`config.mk`:
```
export PLATFORM = sky130hd
export DESIGN_NAME = smt_perf_counters
export DESIGN_NICKNAME = d
export VERILOG_FILES = /design/src/rtl/smt_pmu_pkg.sv /design/src/rtl/smt_pmu_gate.sv /design/src/rtl/smt_pmu_counter.sv /design/src/rtl/smt_pmu_thread_regs.sv /design/src/rtl/smt_perf_counters.sv
export SDC_FILE = /design/constraint.sdc
export NUM_CORES = 2
export LEC_CHECK = 0
export BUFFER_PORTS_ARGS = -buffer_cell sky130_fd_sc_hd__buf_2
export CORE_MARGIN = 3
export CORE_UTILIZATION = 59
export CTS_BUF_LIST = sky130_fd_sc_hd__clkbuf_4 sky130_fd_sc_hd__clkbuf_8
export CTS_CLUSTER_DIAMETER = 150
export CTS_CLUSTER_SIZE = 28
export DETAILED_ROUTE_END_ITERATION = 10
export MAX_ROUTING_LAYER = met4
export PLACE_DENSITY_LB_ADDON = 0.2
export REMOVE_ABC_BUFFERS = 1
export SLEW_MARGIN = 20
export SYNTH_ARGS = -nofsm -noshare
export SYNTH_HDL_FRONTEND = slang
export SYNTH_SLANG_ARGS = --single-unit
```
`constraint.sdc`:
```
create_clock -name clk -period 4.6 [get_ports clk]
set_input_delay 0.92 -clock clk [delete_from_list [all_inputs] [get_ports clk]]
set_output_delay 0.92 -clock clk [all_outputs]
set_load 0.1 [all_outputs]
```
`src/rtl/smt_pmu_pkg.sv`:
```
package smt_pmu_pkg;
  localparam int SEL_W       = 32;
  localparam int SEL_USR_BIT = 16;
  localparam int SEL_OS_BIT  = 17;
  localparam int SEL_ANY_BIT = 21;
  localparam int SEL_EN_BIT  = 22;
  localparam int FX_FIELD_W  = 4;
  localparam int FX_OS_BIT   = 0;
  localparam int FX_USR_BIT  = 1;
  localparam int FX_ANY_BIT  = 2;

  typedef logic [1:0] priv_t;

  // level 0 is supervisor, everything else is user
  function automatic logic priv_match(input priv_t lvl, input logic os_en, input logic usr_en);
    return (lvl == 2'd0) ? os_en : usr_en;
  endfunction

  // step size: own hit plus sibling hit when cross-thread counting is on
  function automatic logic [1:0] merge_hits(input logic own_q, input logic sib_q, input logic any_en);
    return {1'b0, own_q} + {1'b0, any_en & sib_q};
  endfunction
endpackage

```
`src/rtl/smt_pmu_gate.sv`:
```
module smt_pmu_gate
  import smt_pmu_pkg::*;
(
  input  logic       clk,
  input  logic       rst_n,
  input  logic       own_raw,
  input  logic       sib_raw,
  input  priv_t      own_lvl,
  input  priv_t      sib_lvl,
  input  logic       os_en,
  input  logic       usr_en,
  input  logic       any_en,
  input  logic       cnt_en,
  output logic [1:0] inc_o
);
  logic own_q;
  logic sib_q;

  assign own_q = cnt_en & own_raw & priv_match(own_lvl, os_en, usr_en);
  assign sib_q = cnt_en & sib_raw & priv_match(sib_lvl, os_en, usr_en);
  assign inc_o = merge_hits(own_q, sib_q, any_en);

  assert_single_thread_R2: assert property (@(posedge clk) disable iff (!rst_n)
    !any_en |-> inc_o <= 2'd1);
  assert_double_step_R3: assert property (@(posedge clk) disable iff (!rst_n)
    inc_o == 2'd2 |-> (any_en && own_raw && sib_raw));
  assert_no_priv_R4: assert property (@(posedge clk) disable iff (!rst_n)
    (!os_en && !usr_en) |-> inc_o == 2'd0);
  assert_disabled_R5: assert property (@(posedge clk) disable iff (!rst_n)
    !cnt_en |-> inc_o == 2'd0);
endmodule

```
`src/rtl/smt_pmu_counter.sv`:
```
module smt_pmu_counter #(
  parameter int CNT_W = 48
) (
  input  logic             clk,
  input  logic             rst_n,
  input  logic [1:0]       inc,
  input  logic             wr_en,
  input  logic [CNT_W-1:0] wr_val,
  output logic [CNT_W-1:0] cnt_o,
  output logic             wrap_o
);
  logic [CNT_W:0] sum;

  assign sum    = {1'b0, cnt_o} + {{(CNT_W-1){1'b0}}, inc};
  assign wrap_o = !wr_en && sum[CNT_W];

  always_ff @(posedge clk) begin
    if (!rst_n)     cnt_o <= '0;
    else if (wr_en) cnt_o <= wr_val;
    else            cnt_o <= sum[CNT_W-1:0];
  end

  assert_write_wins_R8: assert property (@(posedge clk) disable iff (!rst_n)
    wr_en |=> cnt_o == $past(wr_val));
  assert_idle_hold_R2: assert property (@(posedge clk) disable iff (!rst_n)
    (!wr_en && inc == 2'd0) |=> $stable(cnt_o));
  assert_wrap_low_R9: assert property (@(posedge clk) disable iff (!rst_n)
    wrap_o |=> cnt_o < CNT_W'(2));
endmodule

```
`src/rtl/smt_pmu_thread_regs.sv`:
```
module smt_pmu_thread_regs
  import smt_pmu_pkg::*;
#(
  parameter int NUM_GP  = 4,
  parameter int NUM_FX  = 3,
  parameter int NUM_EVT = 8,
  parameter int CNT_W   = 48,
  parameter int ADDR_W  = 4
) (
  input  logic                     clk,
  input  logic                     rst_n,
  input  logic [NUM_EVT-1:0]       own_evt,
  input  logic [NUM_EVT-1:0]       sib_evt,
  input  priv_t                    own_lvl,
  input  priv_t                    sib_lvl,
  input  logic [NUM_FX-1:0]        own_fix,
  input  logic [NUM_FX-1:0]        sib_fix,
  input  logic                     wr_en,
  input  logic [ADDR_W-1:0]        addr,
  input  logic [CNT_W-1:0]         wdata,
  output logic [CNT_W-1:0]         rdata,
  output logic [NUM_GP+NUM_FX-1:0] ovf_o
);
  localparam int NOVF   = NUM_GP + NUM_FX;
  localparam int A_CTR  = NUM_GP;
  localparam int A_FIX  = 2 * NUM_GP;
  localparam int A_FCTL = A_FIX + NUM_FX;
  localparam int A_OVF  = A_FCTL + 1;
  localparam int A_CLR  = A_OVF + 1;
  localparam int IDX_W  = (NUM_EVT > 1) ? $clog2(NUM_EVT) : 1;
  localparam int FCTL_W = FX_FIELD_W * NUM_FX;

  logic [SEL_W-1:0]  sel_q [NUM_GP];
  logic [FCTL_W-1:0] fctl_q;
  logic [CNT_W-1:0]  cnt_v [NOVF];
  logic [NOVF-1:0]   wrap_v;
  logic [NOVF-1:0]   clr_m;
  logic              clr_hit;

  for (genvar g = 0; g < NUM_GP; g++) begin : g_gp
    logic       code_ok;
    logic       own_raw;
    logic       sib_raw;
    logic [1:0] inc;

    assign code_ok = sel_q[g][7:0] < 8'(NUM_EVT);
    assign own_raw = code_ok & own_evt[sel_q[g][IDX_W-1:0]];
    assign sib_raw = code_ok & sib_evt[sel_q[g][IDX_W-1:0]];

    smt_pmu_gate u_gate (
      .clk(clk), .rst_n(rst_n), .own_raw(own_raw), .sib_raw(sib_raw),
      .own_lvl(own_lvl), .sib_lvl(sib_lvl),
      .os_en(sel_q[g][SEL_OS_BIT]), .usr_en(sel_q[g][SEL_USR_BIT]),
      .any_en(sel_q[g][SEL_ANY_BIT]), .cnt_en(sel_q[g][SEL_EN_BIT]),
      .inc_o(inc)
    );

    smt_pmu_counter #(.CNT_W(CNT_W)) u_cnt (
      .clk(clk), .rst_n(rst_n), .inc(inc),
      .wr_en(wr_en && addr == ADDR_W'(A_CTR + g)), .wr_val(wdata),
      .cnt_o(cnt_v[g]), .wrap_o(wrap_v[g])
    );

    always_ff @(posedge clk) begin
      if (!rst_n)                               sel_q[g] <= '0;
      else if (wr_en && addr == ADDR_W'(g))     sel_q[g] <= wdata[SEL_W-1:0];
    end
  end

  for (genvar j = 0; j < NUM_FX; j++) begin : g_fx
    logic [FX_FIELD_W-1:0] fld;
    logic [1:0]            inc;

    assign fld = fctl_q[FX_FIELD_W*j +: FX_FIELD_W];

    smt_pmu_gate u_gate (
      .clk(clk), .rst_n(rst_n), .own_raw(own_fix[j]), .sib_raw(sib_fix[j]),
      .own_lvl(own_lvl), .sib_lvl(sib_lvl),
      .os_en(fld[FX_OS_BIT]), .usr_en(fld[FX_USR_BIT]),
      .any_en(fld[FX_ANY_BIT]), .cnt_en(1'b1),
      .inc_o(inc)
    );

    smt_pmu_counter #(.CNT_W(CNT_W)) u_cnt (
      .clk(clk), .rst_n(rst_n), .inc(inc),
      .wr_en(wr_en && addr == ADDR_W'(A_FIX + j)), .wr_val(wdata),
      .cnt_o(cnt_v[NUM_GP+j]), .wrap_o(wrap_v[NUM_GP+j])
    );
  end

  assign clr_hit = wr_en && addr == ADDR_W'(A_CLR);
  assign clr_m   = clr_hit ? wdata[NOVF-1:0] : '0;

  always_ff @(posedge clk) begin
    if (!rst_n) begin
      fctl_q <= '0;
      ovf_o  <= '0;
    end else begin
      if (wr_en && addr == ADDR_W'(A_FCTL)) fctl_q <= wdata[FCTL_W-1:0];
      ovf_o <= (ovf_o & ~clr_m) | wrap_v;
    end
  end

  always_comb begin
    rdata = '0;
    for (int i = 0; i < NUM_GP; i++)
      if (addr == ADDR_W'(i)) rdata = CNT_W'(sel_q[i]);
    for (int i = 0; i < NOVF; i++)
      if (addr == ADDR_W'(A_CTR + i)) rdata = cnt_v[i];
    if (addr == ADDR_W'(A_FCTL)) rdata = CNT_W'(fctl_q);
    if (addr == ADDR_W'(A_OVF))  rdata = CNT_W'(ovf_o);
  end

  assert_sticky_R9: assert property (@(posedge clk) disable iff (!rst_n)
    !clr_hit |=> (ovf_o & $past(ovf_o)) == $past(ovf_o));
  assert_wrap_sets_R10: assert property (@(posedge clk) disable iff (!rst_n)
    |wrap_v |=> (ovf_o & $past(wrap_v)) == $past(wrap_v));
endmodule

```
`src/rtl/smt_perf_counters.sv`:
```
module smt_perf_counters
  import smt_pmu_pkg::*;
#(
  parameter int NUM_GP  = 4,
  parameter int NUM_FX  = 3,
  parameter int NUM_EVT = 8,
  parameter int CNT_W   = 48,
  parameter int ADDR_W  = 4
) (
  input  logic                           clk,
  input  logic                           rst_n,
  input  logic [1:0][NUM_EVT-1:0]        evt_i,
  input  logic [1:0][1:0]                priv_i,
  input  logic [1:0][NUM_FX-1:0]         fix_i,
  input  logic                           reg_we,
  input  logic                           reg_tid,
  input  logic [ADDR_W-1:0]              reg_addr,
  input  logic [CNT_W-1:0]               reg_wdata,
  output logic [CNT_W-1:0]               reg_rdata,
  output logic [1:0][NUM_GP+NUM_FX-1:0]  ovf_o
);
  localparam int A_CLR = 2 * NUM_GP + NUM_FX + 2;

  logic [CNT_W-1:0] rd_v [2];

  for (genvar t = 0; t < 2; t++) begin : g_thr
    smt_pmu_thread_regs #(
      .NUM_GP(NUM_GP), .NUM_FX(NUM_FX), .NUM_EVT(NUM_EVT),
      .CNT_W(CNT_W), .ADDR_W(ADDR_W)
    ) u_regs (
      .clk(clk), .rst_n(rst_n),
      .own_evt(evt_i[t]), .sib_evt(evt_i[1-t]),
      .own_lvl(priv_i[t]), .sib_lvl(priv_i[1-t]),
      .own_fix(fix_i[t]), .sib_fix(fix_i[1-t]),
      .wr_en(reg_we && reg_tid == 1'(t)),
      .addr(reg_addr), .wdata(reg_wdata),
      .rdata(rd_v[t]), .ovf_o(ovf_o[t])
    );
  end

  assign reg_rdata = rd_v[reg_tid];

  assert_clear_isolated_R6: assert property (@(posedge clk) disable iff (!rst_n)
    (reg_we && reg_addr == ADDR_W'(A_CLR))
      |=> (ovf_o[!$past(reg_tid)] & $past(ovf_o[!reg_tid])) == $past(ovf_o[!reg_tid]));
endmodule

```
==> impl_metrics.tcl <==
set metrics [dict create \
    wire_per_inst_um 30.7 \
    dr.pass1.iters 9 \
    crit_type "primary input to output port" \
    p_leak_nw 20.0 \
    io_pins 144 \
    portBuffers 143 \
    row_count 112 \
    yosysUniqueCellTypes 85 \
    critical_path.max_stage_delay_ps 530 \
    utilization 0.647 \
    clock.fmax_mhz 215 \
    nets 6612 \
    critPathMaxFanout 60 \
    ctsRootBufferMaster "clkbuf_8" \
    place_ws_ps -342 \
    die-area_mm2 0.0983 \
    drive_gt1_frac 0.107 \
    die_x_um 314 \
    core-area_mm2 0.0936 \
    min_from "g_thr[1].u_regs.fctl_q[7]$_SDFFE_PN0P_" \
    via_per_inst 6.98 \
    yosys_register_bits 966 \
    ys.flop_type "dfxtp_1" \
    grt.overflow.total 0 \
    status "finished, violations left" \
    setup_tns_ps -160 \
    ant_nets 0 \
    startpoint "reg_addr[1]" \
    routed_wirelength_um 239000 \
    violations "negative setup slack" \
    crit-reg2reg-capture "g_thr[0].u_regs.g_gp[1].u_cnt.cnt_o[35]$_SDFF_PN0_" \
    synth.area.top_cells "dfxtp_1 (25%), edfxtp_1 (14%), o21ai_0 (5.5%)" \
    finalHoldViolations 0 \
    clock_latency_ps 830 \
    cts_tree "built" \
    fin_crit_sh 1.01 \
    report.final.slew_viol_count 0 \
    synth_edf_count 256 \
    clk_pin_slew_worst_paths_ps 170 \
    syn_area_mm2 0.0558 \
    slew_headroom 0.321 \
    ys_seq_area_frac 0.393 \
    grt_setup_unrepaired "no" \
    antenna_found_initial 19 \
    netSwitchingFraction 0.308 \
    synth.top_cell.area_share 0.255 \
    globalplace.congestion 1.06 \
    cts.hold.buffers_added 0 \
    finClkSkew_ps 46.5 \
    hp-class "flip-flop to flip-flop" \
    num_vias 54400 \
    worst-path-buf-inv 5 \
    clock_path_buffers 3 \
    slowest_stage "or3_1" \
    min_path_cells 2 \
    power_density_mw_per_mm2 253 \
    num-fill-cells 7994 \
    cp.required_ps 3680 \
    r2r_slack_ps 520 \
    numCtsBuffers 40 \
    comb_power_share 0.159 \
    grt_pass1_vias 49000 \
    htreeDepth 2 \
    synth_common_cells "dfxtp_1 (710), o21ai_0 (608), a21oi_1 (598), nor2_1 (508), clkbuf_1 (449)" \
    synth-async-reset-ratio 0 \
    place_hpwl_um 174000 \
    grt_start_max_net_pins 145 \
    worstPathArrival_ps 3730 \
    syn_to_final_growth_pct 8.52 \
    setup_viol_count_final 6 \
    synth_area_leader_cell "dfxtp_1" \
    r2r_cells 10 \
    drt-initial-drc-count 10100 \
    tightest_slew_ps 1020 \
    clock-sinks 966 \
    end_kind "output port" \
    startpoint_type "primary input" \
    ir_drop_mv 0.431 \
    period_minus_slack_ps 4650 \
    start_util 0.596 \
    power.total_mw 15.3 \
    critPathTopFamily "compound AO/OA/AOI/OAI gates" \
    p_clk_frac 0.246 \
    regToRegStartpoint "g_thr[0].u_regs.sel_q[1][0]$_SDFFCE_PN0P_" \
    internal_power_mw 10.6 \
    pwr-share-seq 0.595 \
    grt_first_pass_wirelength_um 342000 \
    netlist_instances 6550 \
    power_switching_mw 4.72 \
    holdPathEnd "g_thr[1].u_regs.fctl_q[7]$_SDFFE_PN0P_" \
    die_height_um 314 \
    ys_warn_count 0 \
    cap_violations 0 \
    worst_slack_ps -49.2 \
    yosysMostFrequentCell "dfxtp_1" \
    remaining_drc_errors 0 \
    cp.depth 9 \
    track_usage 0.484 \
    syn_area_per_cell_um2 8.52 \
    path_cells "buf_6 -> buf_12 -> or3_1 -> buf_4 -> o22ai_1 -> o221ai_1 -> a31oi_1 -> buf_4 -> buf_12" \
    postCtsSetupBuffers 0 \
]
==> worst max-delay path by stage <==
stage	end	slack (ps)
after floorplan	reg_rdata[17]	-5900
after global placement	reg_rdata[26]	-350
after detailed placement	reg_rdata[22]	-340
after CTS	reg_rdata[29]	5
after global routing	reg_rdata[26]	20
final	reg_rdata[16]	-50
==> sequential cells by signal (all words and copies together), names as in the netlist <==
signal / cells
g_thr.u_regs.ovf_o: 14
g_thr.u_regs.fctl_q: 24
g_thr.u_regs.sel_q: 256
g_thr.u_regs.g_fx.u_cnt.cnt_o: 288
g_thr.u_regs.g_gp.u_cnt.cnt_o: 384
==> metrics by stage <==
step	instance area, um2	cells	hold WS (ps)
2_1_floorplan	53700	6008	433
3_3_place_gp	59800	7714	443
4_1_cts	60500	7771	472
6_report	60500	7783	471
3_5_place_dp	59800	7714	452
5_1_grt	60500	7781	504
==> per-layer routing <==
metal / share of wire / vias up / routed length [um] / track usage
met1: 0.38 / 26000 / 90400 / 0.653
met4: 0.063 / 0 / 15100 / 0.233
met2: 0.41 / 4164 / 97700 / 0.673
met5: 0 / - / 0 / -
li1: - / 23500 / - / -
met3: 0.15 / 750 / 35600 / 0.130
==> final cells by class <==
class | count | area [um2] | share of cell area
inverters | 117 | 447 | 0.00738
clock buffers | 54 | 662 | 0.0109
flip-flops and latches | 966 | 21900 | 0.362
clock inverters | 3 | 31.3 | 0.000517
diodes | 12 | 30.0 | 0.000496
well taps | 1254 | 1570 | 0.0259
repair buffers | 452 | 4250 | 0.0701
multi-input cells | 4925 | 31700 | 0.523
==> repair_timing <==
item,CTS,global route
pin swaps,0,0
endpoints found under the setup margin,3,13
resized for setup,5,9
hold endpoints to repair,0,0
==> power groups by stage <==
stage	registers, mW	logic (mW)	clock network (mW)
floorplan	9.23	1.03	0
global placement	9.29	2.30	0
detailed placement	9.30	2.32	0
CTS	9.12	2.33	3.73
global route	9.15	2.48	3.98
finish	9.13	2.44	3.77
==> cells in the final DEF (no fill, tap or decap), types with 147 or more instances in the layout <==
cell / Yosys / final
nand3_1: 249 / 249
nand4_1: 163 / 163
nor3_1: 149 / 147
nand2_1: 448 / 434
a211oi_1: 244 / 244
xor2_1: 304 / 304
o21ai_0: 608 / 600
dfxtp_1: 710 / 710
edfxtp_1: 256 / 256
nor2_1: 508 / 493
a21oi_1: 598 / 597
buf_4: 1 / 272
xnor2_1: 328 / 328
and2_1: 280 / 280
mux2i_1: 178 / 178
==> worst min-delay path, delay by kind of cell, from the launching register on <==
family	cells	cell delay, ps
AND/OR/NAND/NOR	1	50
flip-flops	1	350
AO/OA/AOI/OAI	1	50
==> kinds of logic after synthesis <==
group	share of synthesized area
fa+ha+maj	0.00816
flops	0.393
xor+xnor	0.0992
mux	0.0662
simple gates	0.200
buf+inv	0.0455
compound gates	0.189
(Power assumes the default switching activity.)
